## src/rtl/coefw_pkg.sv

```systemverilog
package coefw_pkg;
  localparam int BYTE_W     = 8;
  localparam int WORD_BYTES = 4;
  localparam int DATA_BYTES = 8;
  localparam int COEF_W     = 26;
  localparam int IDX_W      = 8;
  localparam int DATA_W     = DATA_BYTES * BYTE_W;
  localparam int WORD_W     = WORD_BYTES * BYTE_W;
  localparam int CNT_MAX    = DATA_BYTES + 1;
  localparam int CNT_W      = $clog2(CNT_MAX + 1);

  localparam logic [BYTE_W-1:0] SUB_KEY  = 8'hF8;
  localparam logic [BYTE_W-1:0] SUB_ADDR = 8'hF9;
  localparam logic [BYTE_W-1:0] SUB_DATA = 8'hFA;
  localparam logic [WORD_W-1:0] UNLOCK_KEY = 32'hA5A5_A5A5;

  localparam int NUM_LEGAL = 4;
  localparam logic [IDX_W-1:0] LEGAL_IDX [NUM_LEGAL] = '{8'h96, 8'h99, 8'hA9, 8'hAA};

  typedef enum logic [1:0] {
    ST_LOCKED    = 2'd0,
    ST_KEYED     = 2'd1,
    ST_ADDRESSED = 2'd2
  } seq_state_t;

  // strobes from control to datapath
  typedef struct packed {
    logic latchIdx;
    logic commit;
  } ctrl_strobe_t;

  // frame decode results from datapath to control
  typedef struct packed {
    logic isKey;
    logic isAddr;
    logic isData;
    logic lenWordOk;
    logic lenDataOk;
    logic keyMatch;
    logic addrPadOk;
    logic idxLegal;
    logic dataPadOk;
  } frame_info_t;
endpackage

```

## src/rtl/coefw_datapath.sv

```systemverilog
module coefw_datapath
  import coefw_pkg::*;
(
  input  logic                clk,
  input  logic                rst,
  input  logic                frmStart,
  input  logic [BYTE_W-1:0]   subAddr,
  input  logic                byteValid,
  input  logic [BYTE_W-1:0]   byteData,
  input  ctrl_strobe_t        strobe,
  output frame_info_t         info,
  output logic                coefWrEn,
  output logic [IDX_W-1:0]    coefIdx,
  output logic [COEF_W-1:0]   coefVal
);
  logic [BYTE_W-1:0] subReg;
  logic [DATA_W-1:0] shiftReg;
  logic [CNT_W-1:0]  byteCnt;
  logic [IDX_W-1:0]  idxReg;
  logic [NUM_LEGAL-1:0] idxHit;

  // frame capture: shift MSB first, count saturates one past the longest frame
  always_ff @(posedge clk) begin
    if (rst) begin
      subReg   <= '0;
      shiftReg <= '0;
      byteCnt  <= '0;
    end else if (frmStart) begin
      subReg   <= subAddr;
      shiftReg <= '0;
      byteCnt  <= '0;
    end else if (byteValid) begin
      shiftReg <= {shiftReg[DATA_W-BYTE_W-1:0], byteData};
      if (byteCnt != CNT_W'(CNT_MAX)) byteCnt <= byteCnt + 1'b1;
    end
  end

  for (genvar g = 0; g < NUM_LEGAL; g++) begin : g_idx
    assign idxHit[g] = (shiftReg[IDX_W-1:0] == LEGAL_IDX[g]);
  end

  always_comb begin
    info.isKey     = (subReg == SUB_KEY);
    info.isAddr    = (subReg == SUB_ADDR);
    info.isData    = (subReg == SUB_DATA);
    info.lenWordOk = (byteCnt == CNT_W'(WORD_BYTES));
    info.lenDataOk = (byteCnt == CNT_W'(DATA_BYTES));
    info.keyMatch  = (shiftReg[WORD_W-1:0] == UNLOCK_KEY);
    info.addrPadOk = (shiftReg[WORD_W-1:IDX_W] == '0);
    info.idxLegal  = |idxHit;
    info.dataPadOk = (shiftReg[DATA_W-1:COEF_W] == '0);
  end

  always_ff @(posedge clk) begin
    if (rst) begin
      idxReg   <= '0;
      coefWrEn <= 1'b0;
      coefIdx  <= '0;
      coefVal  <= '0;
    end else begin
      if (strobe.latchIdx) idxReg <= shiftReg[IDX_W-1:0];
      coefWrEn <= strobe.commit;
      if (strobe.commit) begin
        coefIdx <= idxReg;
        coefVal <= shiftReg[COEF_W-1:0];
      end
    end
  end
endmodule

```

## src/rtl/coefw_ctrl.sv

```systemverilog
module coefw_ctrl
  import coefw_pkg::*;
(
  input  logic         clk,
  input  logic         rst,
  input  logic         frmEnd,
  input  frame_info_t  info,
  output ctrl_strobe_t strobe,
  output logic         errFlag
);
  seq_state_t state, nextState;
  logic       flagErr;

  always_comb begin
    nextState = state;
    strobe    = '0;
    flagErr   = 1'b0;
    if (frmEnd) begin
      if (info.isKey) begin
        if (info.lenWordOk && info.keyMatch) nextState = ST_KEYED;
        else begin nextState = ST_LOCKED; flagErr = 1'b1; end
      end else if (info.isAddr) begin
        if (state == ST_KEYED && info.lenWordOk && info.addrPadOk && info.idxLegal) begin
          nextState       = ST_ADDRESSED;
          strobe.latchIdx = 1'b1;
        end else begin
          nextState = ST_LOCKED; flagErr = 1'b1;
        end
      end else if (info.isData) begin
        nextState = ST_LOCKED;
        if (state == ST_ADDRESSED && info.lenDataOk && info.dataPadOk) strobe.commit = 1'b1;
        else flagErr = 1'b1;
      end else begin
        nextState = ST_LOCKED;   // foreign subaddress cancels quietly
      end
    end
  end

  always_ff @(posedge clk) begin
    if (rst) begin
      state   <= ST_LOCKED;
      errFlag <= 1'b0;
    end else begin
      state   <= nextState;
      errFlag <= errFlag | flagErr;
    end
  end
endmodule

```

## src/rtl/coefw_port.sv

```systemverilog
module coefw_port
  import coefw_pkg::*;
(
  input  logic              clk,
  input  logic              rst,
  input  logic              frmStart,
  input  logic [7:0]        subAddr,
  input  logic              byteValid,
  input  logic [7:0]        byteData,
  input  logic              frmEnd,
  output logic              coefWrEn,
  output logic [7:0]        coefIdx,
  output logic [25:0]       coefVal,
  output logic              errFlag
);
  ctrl_strobe_t strobe;
  frame_info_t  info;

  coefw_datapath dp_i (
    .clk(clk), .rst(rst), .frmStart(frmStart), .subAddr(subAddr),
    .byteValid(byteValid), .byteData(byteData), .strobe(strobe), .info(info),
    .coefWrEn(coefWrEn), .coefIdx(coefIdx), .coefVal(coefVal)
  );

  coefw_ctrl ctrl_i (
    .clk(clk), .rst(rst), .frmEnd(frmEnd), .info(info),
    .strobe(strobe), .errFlag(errFlag)
  );
endmodule

```

## config.mk

```make
export PLATFORM = sky130hd
export DESIGN_NAME = coefw_port
export DESIGN_NICKNAME = d
export VERILOG_FILES = /design/src/rtl/coefw_pkg.sv /design/src/rtl/coefw_datapath.sv /design/src/rtl/coefw_ctrl.sv /design/src/rtl/coefw_port.sv
export SDC_FILE = /design/constraint.sdc
export NUM_CORES = 1
export LEC_CHECK = 0
export CORE_MARGIN = 3
export CORE_UTILIZATION = 59
export DETAILED_ROUTE_END_ITERATION = 8
export GPL_TIMING_DRIVEN = 0
export PLACE_DENSITY_LB_ADDON = 0.3
export SYNTH_ARGS = -nofsm -noshare
export SYNTH_HDL_FRONTEND = slang
export SYNTH_SLANG_ARGS = --single-unit
```

## constraint.sdc

```tcl
create_clock -name clk -period 3.9 [get_ports clk]
set_input_delay 0.585 -clock clk [delete_from_list [all_inputs] [get_ports clk]]
set_output_delay 0.585 -clock clk [all_outputs]
set_load 0.005 [all_outputs]
```

==> results.toml, run 1 <==
[status]
status = "finished, final reports clean"

[pwr]
p_leak_nw = 2.283
ir_worst_vdd_mv = 0.3206
powerDensity_mw_per_mm2 = 479.3

[cts]
post_cts_buffers = 0
cts-root-buf = "clkbuf_8"
cts_sinks = 122
clock_path_buffers = 2
cts_resized = 0
insertion_delay_ns = 0.53
hold_buffers = 0
cts_buffers = 17
cts_tree = "yes"
clk_pin_slew_ns = 0.06
cts_htree_levels = 4

[worst_hold_path]
hold_depth = 3
hp-start = "frmEnd"
hold-path-endpoint = "dp_i.idxReg[0]"
hold_class = "in2reg"

[timing]
fin_skew_ns = 0.008672
fin_setup_tns_ns = 0
setup_violations = 0
min_period_over_period_pct = 57.47
hold_viol_final = 0
fmax_mhz = 446.2
rsz0062_at_grt = "no"
finalCriticalPeriod_ns = 2.241
timing.slew.headroom_pct = 50.73
worst_slew_pin_slew_ns = 0.7391
slew_violations = 0

[worst_setup_path]
crit_type = "reg2reg"
r2r-start = "dp_i.shiftReg[27]"
arrival_ns = 2.63
end_kind = "flip-flop"
crit_path_start_kind = "flip-flop"
ff2ff_setup_slack_ns = 1.66
required_ns = 4.29
rr_worst_depth = 7
crit_fanout = 10
reg2reg_to = "dp_i.coefVal[4]"

[floorplan]
die-area_sq_mm = 0.009336
fp.dieH_um = 96.63
initial_utilization_pct = 61.75
ios = 57
core_area_sq_mm = 0.007848
fp.dieW_um = 96.63
rows = 32

[routing]
met1_length_um = 5191
via_per_inst = 5.795
wl_per_cell_um = 18.27
drt_wl_total_um = 12020
remaining_drc_errors = 0
routed.top_layer = "met4"
via_count = 3813
first_pass_iters = 7
ant_nets = 0
drtIter0Drc = 211
wl_met3_um = 630
route.met2.wl_um = 5841

[global_routing]
grt_pass1_wl_um = 20000
antenna_found_initial = 0
grt_usage_pct = 26.71
grt-ovfl-total = 0
grt_max_degree = 17
grt_pass1_vias = 3895

[synth]
synth_edf_count = 0
yosysMostFrequentCell = "dfxtp_1"
synth_top_area_share_pct = 50.40
synth_area_leaders = "dfxtp_1, mux2i_1, nor2_1"
ys_seq_elements = 122
synthesis.area_sq_mm = 0.004846
synthFlopType = "dfxtp_1"
ys_seq_area_share_pct = 50.40
syn_nets = 496
synthTopCellsByCount = "dfxtp_1, nor2_1, mux2i_1"
async_flop_share_pct = 0
syn-mean-instance-area_sq_um = 10.27
yosysWarnings = 0
yosys.area.top_type = "dfxtp_1"
ys_types = 41
postSynthCellCount = 472

[flow_run]
maxCapViolations = 0

[final_layout]
fin_cells = 658
nNetsFinal = 567
nFillCells = 517
syn2layout_area_growth_pct = 25.33
drive_gt1_share_pct = 8.094
num_antenna_cells = 0

[place]
gp_congestion = 0.8685
portBuffers = 52
hpwl_um = 7751
dp.cells = 626
-- flip-flops by register name (all words and copies together), names as in the netlist --
name            flops
dp_i.shiftReg      64
dp_i.coefIdx        8
ctrl_i.errFlag      1
dp_i.subReg         8
dp_i.coefVal       26
dp_i.byteCnt        4
dp_i.idxReg         8
dp_i.coefWrEn       1
ctrl_i.state        2
-- placed cells by master, fill, tap and decap left out, types with 2 or more instances in the layout --
master	n
nor4_1	12
clkbuf_1	20
inv_1	6
or2_1	2
nor2b_1	2
clkinv_4	4
and4_1	2
nor2_1	113
clkinvlp_4	4
buf_2	3
nand2_1	6
dfxtp_1	122
a21oi_1	9
bufinv_16	2
nor4b_4	2
or4_1	2
clkbuf_16	16
o31ai_1	7
nand4b_1	3
buf_12	3
xor2_1	3
mux2i_1	106
nand3_1	4
ha_1	3
nor4bb_1	4
clkdlybuf4s50_1	52
buf_1	5
inv_6	4
nor4b_1	2
nand4_1	11
nand2b_1	4
-- worst max-delay path: stages (launching register included) --
cell and delay (ns):
dfxtp_1 0.37, or4_4 0.53, nand4bb_4 0.26, nor4b_4 0.25, buf_6 0.23, buf_12 0.17
mux2i_1 0.23, nor2_1 0.07
-- layout make-up --
cell class                 count  area (sq um)  share of cell area [%]
buffer                        32         180.2                   2.967
clock inverter                15         165.2                   2.719
sequential                   122          2442                   40.21
clock buffer                  17         414.1                   6.819
timing repair buffer          52         520.5                   8.570
tap                          102         127.6                   2.101
inverter                       7         26.28                  0.4326
multi-input combinational    311          2197                   36.18
-- routing by layer --
| layer | up-vias | track usage [%] |
|---|---|---|
| li1 | 1787 | - |
| met1 | 1840 | 32.80 |
| met2 | 146 | 42.73 |
| met3 | 40 | 7.282 |
| met4 | 0 | 14.15 |
| met5 | - | 0 |
-- stage by stage --
stage	utilization [%]	area, sq um	power [mW]	hold WS, ns	worst slack, ns
finish	77.39	6073	2.911	0.4349	1.659
global route	77.39	6073	2.976	0.4320	1.604
CTS	77.39	6073	2.915	0.4128	1.686
detailed placement	70.01	5494	1.401	0.4671	1.431
global placement	70.01	5494	1.398	0.4569	1.435
floorplan	-	4846	1.363	0.4252	1.869
-- where the power goes --
group	internal (mW)	leakage (nW)	total (mW)	switching [mW]
Combinational	0.0491	1.03	0.111	0.0618
Sequential	1.26	0.985	1.27	0.0105
Clock	0.918	0.272	1.53	0.616
-- cells by family after synthesis --
kind of cell	count (synthesis)	synth area share (%)
AOI/OAI and AO/OA	22	2.969
xor gates and xnor gates	4	0.7231
adders and majority gates	3	0.7747
buffers and inverters	39	4.260
DFF	122	50.40
muxes	106	21.90
and+or+nand+nor	176	18.98
-- worst max-delay path by stage --
stage,from,end,slack [ns],depth (start not counted)
after detailed placement,rst,dp_i.shiftReg[52],1.43,6
after global routing,dp_i.byteCnt[0],dp_i.idxReg[6],1.60,8
after global placement,rst,dp_i.shiftReg[41],1.43,6
after CTS,dp_i.shiftReg[26],dp_i.coefVal[4],1.69,7
after floorplan,frmStart,dp_i.shiftReg[41],1.87,6
final,dp_i.shiftReg[27],dp_i.coefVal[4],1.66,7
No activity file was read; power rests on OpenSTA's default activity.
==> inputs of run 2 (changes only) <==
--- a/config.mk
+++ b/config.mk
@@ -6,7 +6,7 @@
 export NUM_CORES = 1
 export LEC_CHECK = 0
 export CORE_MARGIN = 3
-export CORE_UTILIZATION = 59
+export CORE_UTILIZATION = 50
 export DETAILED_ROUTE_END_ITERATION = 8
 export GPL_TIMING_DRIVEN = 0
 export PLACE_DENSITY_LB_ADDON = 0.3
==> constraint.sdc (replaced) <==
create_clock -name clk -period 2.04 [get_ports clk]
set_input_delay 0.306 -clock clk [delete_from_list [all_inputs] [get_ports clk]]
set_output_delay 0.306 -clock clk [all_outputs]
set_load 0.005 [all_outputs]
==> run 2 against run 1 <==
Effect of this change:
- the flow now finishes with violations (setup timing)
- clock power grew 120%
- hold slack lost 0.27 ns
- non-clock buffer count grew 11
- utilization shrank 8.7 points
- critical path type unchanged
- clock skew shrank 0.00095 ns
- design area grew 5.5%
- combinational power grew 92%
- global-route usage shrank 4.1 points
- via count shrank 1.7%
- first-iteration DRC count shrank 16%
==> results.toml, run 2 (synthesis gave the netlist of run 1 again) <==
[final_layout]
nNetsFinal = 578
top_register = "dp_i.shiftReg"
drive_gt1_share_pct = 13.05
final_cell_mix = "dfxtp_1, nor2_1, mux2i_1"
largestRegisters = "dp_i.shiftReg x64, dp_i.coefVal x26"
num_antenna_cells = 0
syn2layout_area_growth_pct = 32.20
final_common_cell = "dfxtp_1"
nFillCells = 691
largest_reg_flops = 64
fin_area_sq_mm = 0.006406

[timing]
fmax_mhz = 475.0
min_period_over_period_pct = 103.2
slew_violations = 0
timing.slew.headroom_pct = 52.47
hold_viol_final = 0
finalCriticalPeriod_ns = 2.105
setup_violations = 34
fin_skew_ns = 0.007719
rsz0062_at_grt = "yes"
setup_ws_ns = -0.06523
worst_slew_pin_slew_ns = 0.7130

[floorplan]
fp.dieH_um = 104.4
initial_utilization_pct = 51.95
die-area_sq_mm = 0.01091
core_area_sq_mm = 0.009328
rows = 35
ios = 57
fp.dieW_um = 104.4

[place]
hpwl_um = 7832
place_area_sq_mm = 0.005528
portBuffers = 52
gp_congestion = 0.8652

[worst_setup_path]
crit_type = "reg2reg"
cp_slowest_stage_delay_ns = 0.53
required_ns = 2.44
path_buf_inv = 3
crit_chain = "or4_4, nand4bb_4, nor4b_4, buf_6, buf_12, clkbuf_16, mux2i_1, nor2_1"
rr_worst_depth = 8
critPathLaunch = "dp_i.shiftReg[26]"
crit_path_start_kind = "flip-flop"
arrival_ns = 2.51
ff2ff_setup_slack_ns = -0.07
r2r-start = "dp_i.shiftReg[26]"
cp_slowest_cell = "or4_4"
end_kind = "flip-flop"
crit_fanout = 5
critical-path-top-delay-family = "simple AND/OR/NAND/NOR gates"
reg2reg_to = "dp_i.coefVal[8]"

[cts]
clock_path_buffers = 2
cts_tree = "yes"
cts_sinks = 122
cts-root-buf = "clkbuf_8"
cts_htree_levels = 4
cts_buffers = 17
clk_pin_slew_ns = 0.06
insertion_delay_ns = 0.52
hold_buffers = 0

[status]
status = "finished, violations left"
violations = "setup timing"

[worst_hold_path]
hp-start = "frmEnd"
hold_class = "in2reg"
hold-path-endpoint = "dp_i.idxReg[5]"
hold_depth = 3

[routing]
drt_wl_total_um = 11960
wl_per_cell_um = 17.18
via_per_inst = 5.388
first_pass_iters = 5
drtIter0Drc = 178
via_count = 3750
ant_nets = 0
remaining_drc_errors = 0

[global_routing]
antenna_found_initial = 0
grt_pass1_vias = 3866
grt-ovfl-total = 0
grt_pass1_wl_um = 19690
grt_max_degree = 17
grt_usage_pct = 22.61

[pwr]
p_leak_nw = 2.414
finalPower_mw = 5.935
ir_worst_vdd_mv = 0.5854
powerDensity_mw_per_mm2 = 926.5

[flow_run]
maxCapViolations = 0
[run 2: changes by cell type in the layout (fill, tap and decap cells not counted), moves of 3 or more]
cell       previous run  this run
nor4_1               12         9
bufinv_16             2         5
dfxtp_2               0         4
nor4_2                0         3
dfxtp_1             122       118
buf_4                 0         7
inv_6                 4         1
mux2i_1             106       103
[run 2: per-layer routing]
metal	up-vias	share of wire, %	GRT usage (%)
li1	1814	-	-
met1	1807	45	29.34
met2	105	48	34.96
met3	24	5.0	6.828
met4	0	2.1	9.497
met5	-	0	0
[run 2: worst reg2reg max path, cell delays in order (launching register included)]
cell and delay (ns):
dfxtp_2 0.32, or4_4 0.53, nand4bb_4 0.23, nor4b_4 0.23, buf_6 0.16, buf_12 0.14
clkbuf_16 0.14, mux2i_1 0.18, nor2_1 0.05
[run 2: worst max path at each step]
stage                         to  slack, ns  cells after the start
3_5_place_dp   dp_i.shiftReg[57]      -0.24                      6
6_report         dp_i.coefVal[8]      -0.07                      8
5_1_grt         dp_i.coefVal[11]      -0.18                      8
2_1_floorplan    dp_i.coefVal[0]       0.06                      7
4_1_cts         dp_i.coefVal[15]      -0.08                      8
3_3_place_gp   dp_i.shiftReg[55]      -0.22                      6
[run 2: stage by stage]
stage               hold slack (ns)  TNS (ns)  utilization, %  worst slack (ns)  cells
finish                       0.1692    -1.218           68.68          -0.06523    696
global placement             0.4552    -6.326           59.26           -0.2182    653
CTS                          0.1551    -1.615           67.53          -0.08173    691
global route                 0.1823    -4.578           68.68           -0.1777    696
detailed placement           0.4670    -7.480           59.26           -0.2442    653
floorplan                    0.4252         0               -           0.05963    472
[run 2: repair_timing]
item | 4_1_cts | 5_1_grt
gates resized for setup | 8 | 14
cloned | 1 | 2
endpoints found under the setup margin | 39 | 44
setup buffers | 6 | 4
pin swaps | 2 | 1
[run 2: where the power goes]
group	total (mW)	leakage (nW)	internal (mW)	switching, mW
logic	0.213	1.12	0.0946	0.118
registers	2.42	0.987	2.40	0.0197
clock network	3.30	0.311	2.18	1.12
total	5.94	2.41	4.68	1.26
[run 2: cell type report]
cell class	instances	area (sq um)	area share, %
Buffer	30	156.4	2.441
Clock buffer	19	441.7	6.895
Clock inverter	13	216.5	3.379
Inverter	7	26.28	0.4102
Multi-Input combinational cell	311	2263	35.33
Sequential cell	122	2447	38.20
Tap cell	129	161.4	2.520
Timing Repair Buffer	65	693.2	10.82
==> inputs of run 3 (changes only) <==
--- a/config.mk
+++ b/config.mk
@@ -5,8 +5,10 @@
 export SDC_FILE = /design/constraint.sdc
 export NUM_CORES = 1
 export LEC_CHECK = 0
+export CELL_PAD_IN_SITES_DETAIL_PLACEMENT = 0
+export CELL_PAD_IN_SITES_GLOBAL_PLACEMENT = 2
 export CORE_MARGIN = 3
-export CORE_UTILIZATION = 50
+export CORE_UTILIZATION = 32
 export DETAILED_ROUTE_END_ITERATION = 8
 export GPL_TIMING_DRIVEN = 0
 export PLACE_DENSITY_LB_ADDON = 0.3
==> run 3 against run 2 <==
Effect of this change:
- the flow still finishes with violations (setup timing)
- highest routed layer unchanged
- clock skew rose by 0.0013 ns
- maximum frequency fell by 1.0%
- largest power group unchanged
- count of clock-buffer cells in the layout rose by 6
- largest cell class unchanged
- register-to-register slack got worse by 0.02 ns
==> results.toml, run 3 (synthesis gave the netlist of run 1 again) <==
[worst_setup_path]
arrival_ns = 2.41
rr_worst_depth = 8
crit_top_cell = "buf_12"
crit_path_start_kind = "flip-flop"
end_kind = "flip-flop"
critical-path-top-delay-family = "simple AND/OR/NAND/NOR gates"
crit_type = "reg2reg"
worstSetupPathDepth = 8
crit_chain = "or4_4, nand4bb_4, nor4b_4, buf_6, buf_12, buf_12, mux2i_2, nor2_1"
required_ns = 2.32
cp_slowest_cell = "or4_4"
crit_fanout = 5
ff2ff_setup_slack_ns = -0.09
path_buf_inv = 3
cp_slowest_stage_delay_ns = 0.53

[final_layout]
top_register = "dp_i.shiftReg"
num_antenna_cells = 0
syn2layout_area_growth_pct = 33.28
drive_gt1_share_pct = 12.11
final_cell_mix = "dfxtp_1, nor2_1, mux2i_1"
largest_reg_flops = 64
fin_area_sq_mm = 0.006459
final_common_cell = "dfxtp_1"
largestRegisters = "dp_i.shiftReg x64, dp_i.coefVal x26"
nNetsFinal = 581

[cts]
cts_tree = "yes"
clk_pin_slew_ns = 0.05
cts-root-buf = "clkbuf_16"
cts_buffers = 17
hold_buffers = 0
insertion_delay_ns = 0.41
clock_path_buffers = 2
cts_htree_levels = 4
cts_sinks = 122

[global_routing]
antenna_found_initial = 0
grt_pass1_vias = 3608
grt_max_degree = 17
grt-ovfl-total = 0
grt_pass1_wl_um = 19780
grt_usage_pct = 15.51

[timing]
fmax_mhz = 470.3
timing.slew.headroom_pct = 51.85
min_period_over_period_pct = 104.2
finalCriticalPeriod_ns = 2.126
slew_violations = 0
hold_viol_final = 0
rsz0062_at_grt = "yes"
setup_violations = 34
whs_ns = 0.2712
fin_skew_ns = 0.008983
worst_slew_pin_slew_ns = 0.7223
setup_ws_ns = -0.08647

[flow_run]
maxCapViolations = 0

[routing]
first_pass_iters = 5
ant_nets = 0
remaining_drc_errors = 0
drtIter0Drc = 260
drt_wl_total_um = 12390
via_per_inst = 4.798
via_count = 3618
wl_per_cell_um = 16.43

[place]
hpwl_um = 8385
gp_congestion = 0.7337
place_area_sq_mm = 0.005597
portBuffers = 52

[floorplan]
fp.dieH_um = 129.1
initial_utilization_pct = 32.97
ios = 57
die-area_sq_mm = 0.01666
rows = 44
fp.dieW_um = 129.1
core_area_sq_mm = 0.01470

[pwr]
p_leak_nw = 2.410
powerDensity_mw_per_mm2 = 857.5
ir_worst_vdd_mv = 0.5312

[status]
violations = "setup timing"
status = "finished, violations left"

[worst_hold_path]
hold_depth = 3
hold_class = "in2reg"
[run 3: path summary, 6_finish.rpt]
kind	start	end
hold / removal	frmEnd	dp_i.idxReg[5]
setup / recovery	dp_i.shiftReg[26]	dp_i.coefVal[21]
setup reg to reg	dp_i.shiftReg[26]	dp_i.coefVal[21]
hold reg to reg	dp_i.idxReg[4]	dp_i.idxReg[4]
[run 3: layer usage]
layer	wire length (um)	track usage [%]	vias to the layer above
li1	-	-	1808
met5	0	0	-
met4	65	4.818	0
met3	571	5.029	6
met2	5341	21.65	70
met1	6409	22.67	1734
[run 3: what timing repair did]
action                                  in CTS  in global routing
endpoints found under the setup margin      38                 60
buffers inserted                             7                  5
resized for setup                           11                 12
gates cloned                                 2                  1
pin swaps                                    2                  5
[run 3: stage by stage]
stage               setup slack, ns  power (mW)  util, %  setup TNS, ns  instances
finish                     -0.08647       5.538    43.94         -1.923        754
global route                -0.1726       5.730    43.94         -5.515        754
CTS                         -0.1123       5.600    43.06         -2.899        748
detailed placement          -0.3511       2.687    38.07         -10.29        708
global placement            -0.3589       2.684    38.07         -9.969        708
floorplan                   0.05963       2.606        -              0        472
[run 3: where the power goes]
group / total [mW] / switching (mW) / leakage [nW] / internal (mW)
sequential: 2.42 / 0.0210 / 0.986 / 2.40
combinational: 0.216 / 0.118 / 1.15 / 0.0971
clock: 2.90 / 1.01 / 0.277 / 1.89
total: 5.54 / 1.15 / 2.41 / 4.38
[run 3: worst reg2reg max path, stage by stage (launching register included)]
cell and delay [ns]:
dfxtp_4 0.34, or4_4 0.53, nand4bb_4 0.23, nor4b_4 0.24, buf_6 0.16, buf_12 0.14, buf_12 0.13, mux2i_2 0.20
nor2_1 0.06
[run 3: final cells by class]
type | count | area (sq um)
Fill cell | 1435 | 8240
Sequential cell | 122 | 2450
Multi-Input combinational cell | 311 | 2277
Timing Repair Buffer | 67 | 723.2
Clock buffer | 25 | 485.5
Tap cell | 184 | 230.2
Buffer | 31 | 176.4
Clock inverter | 7 | 90.09
Inverter | 7 | 26.28
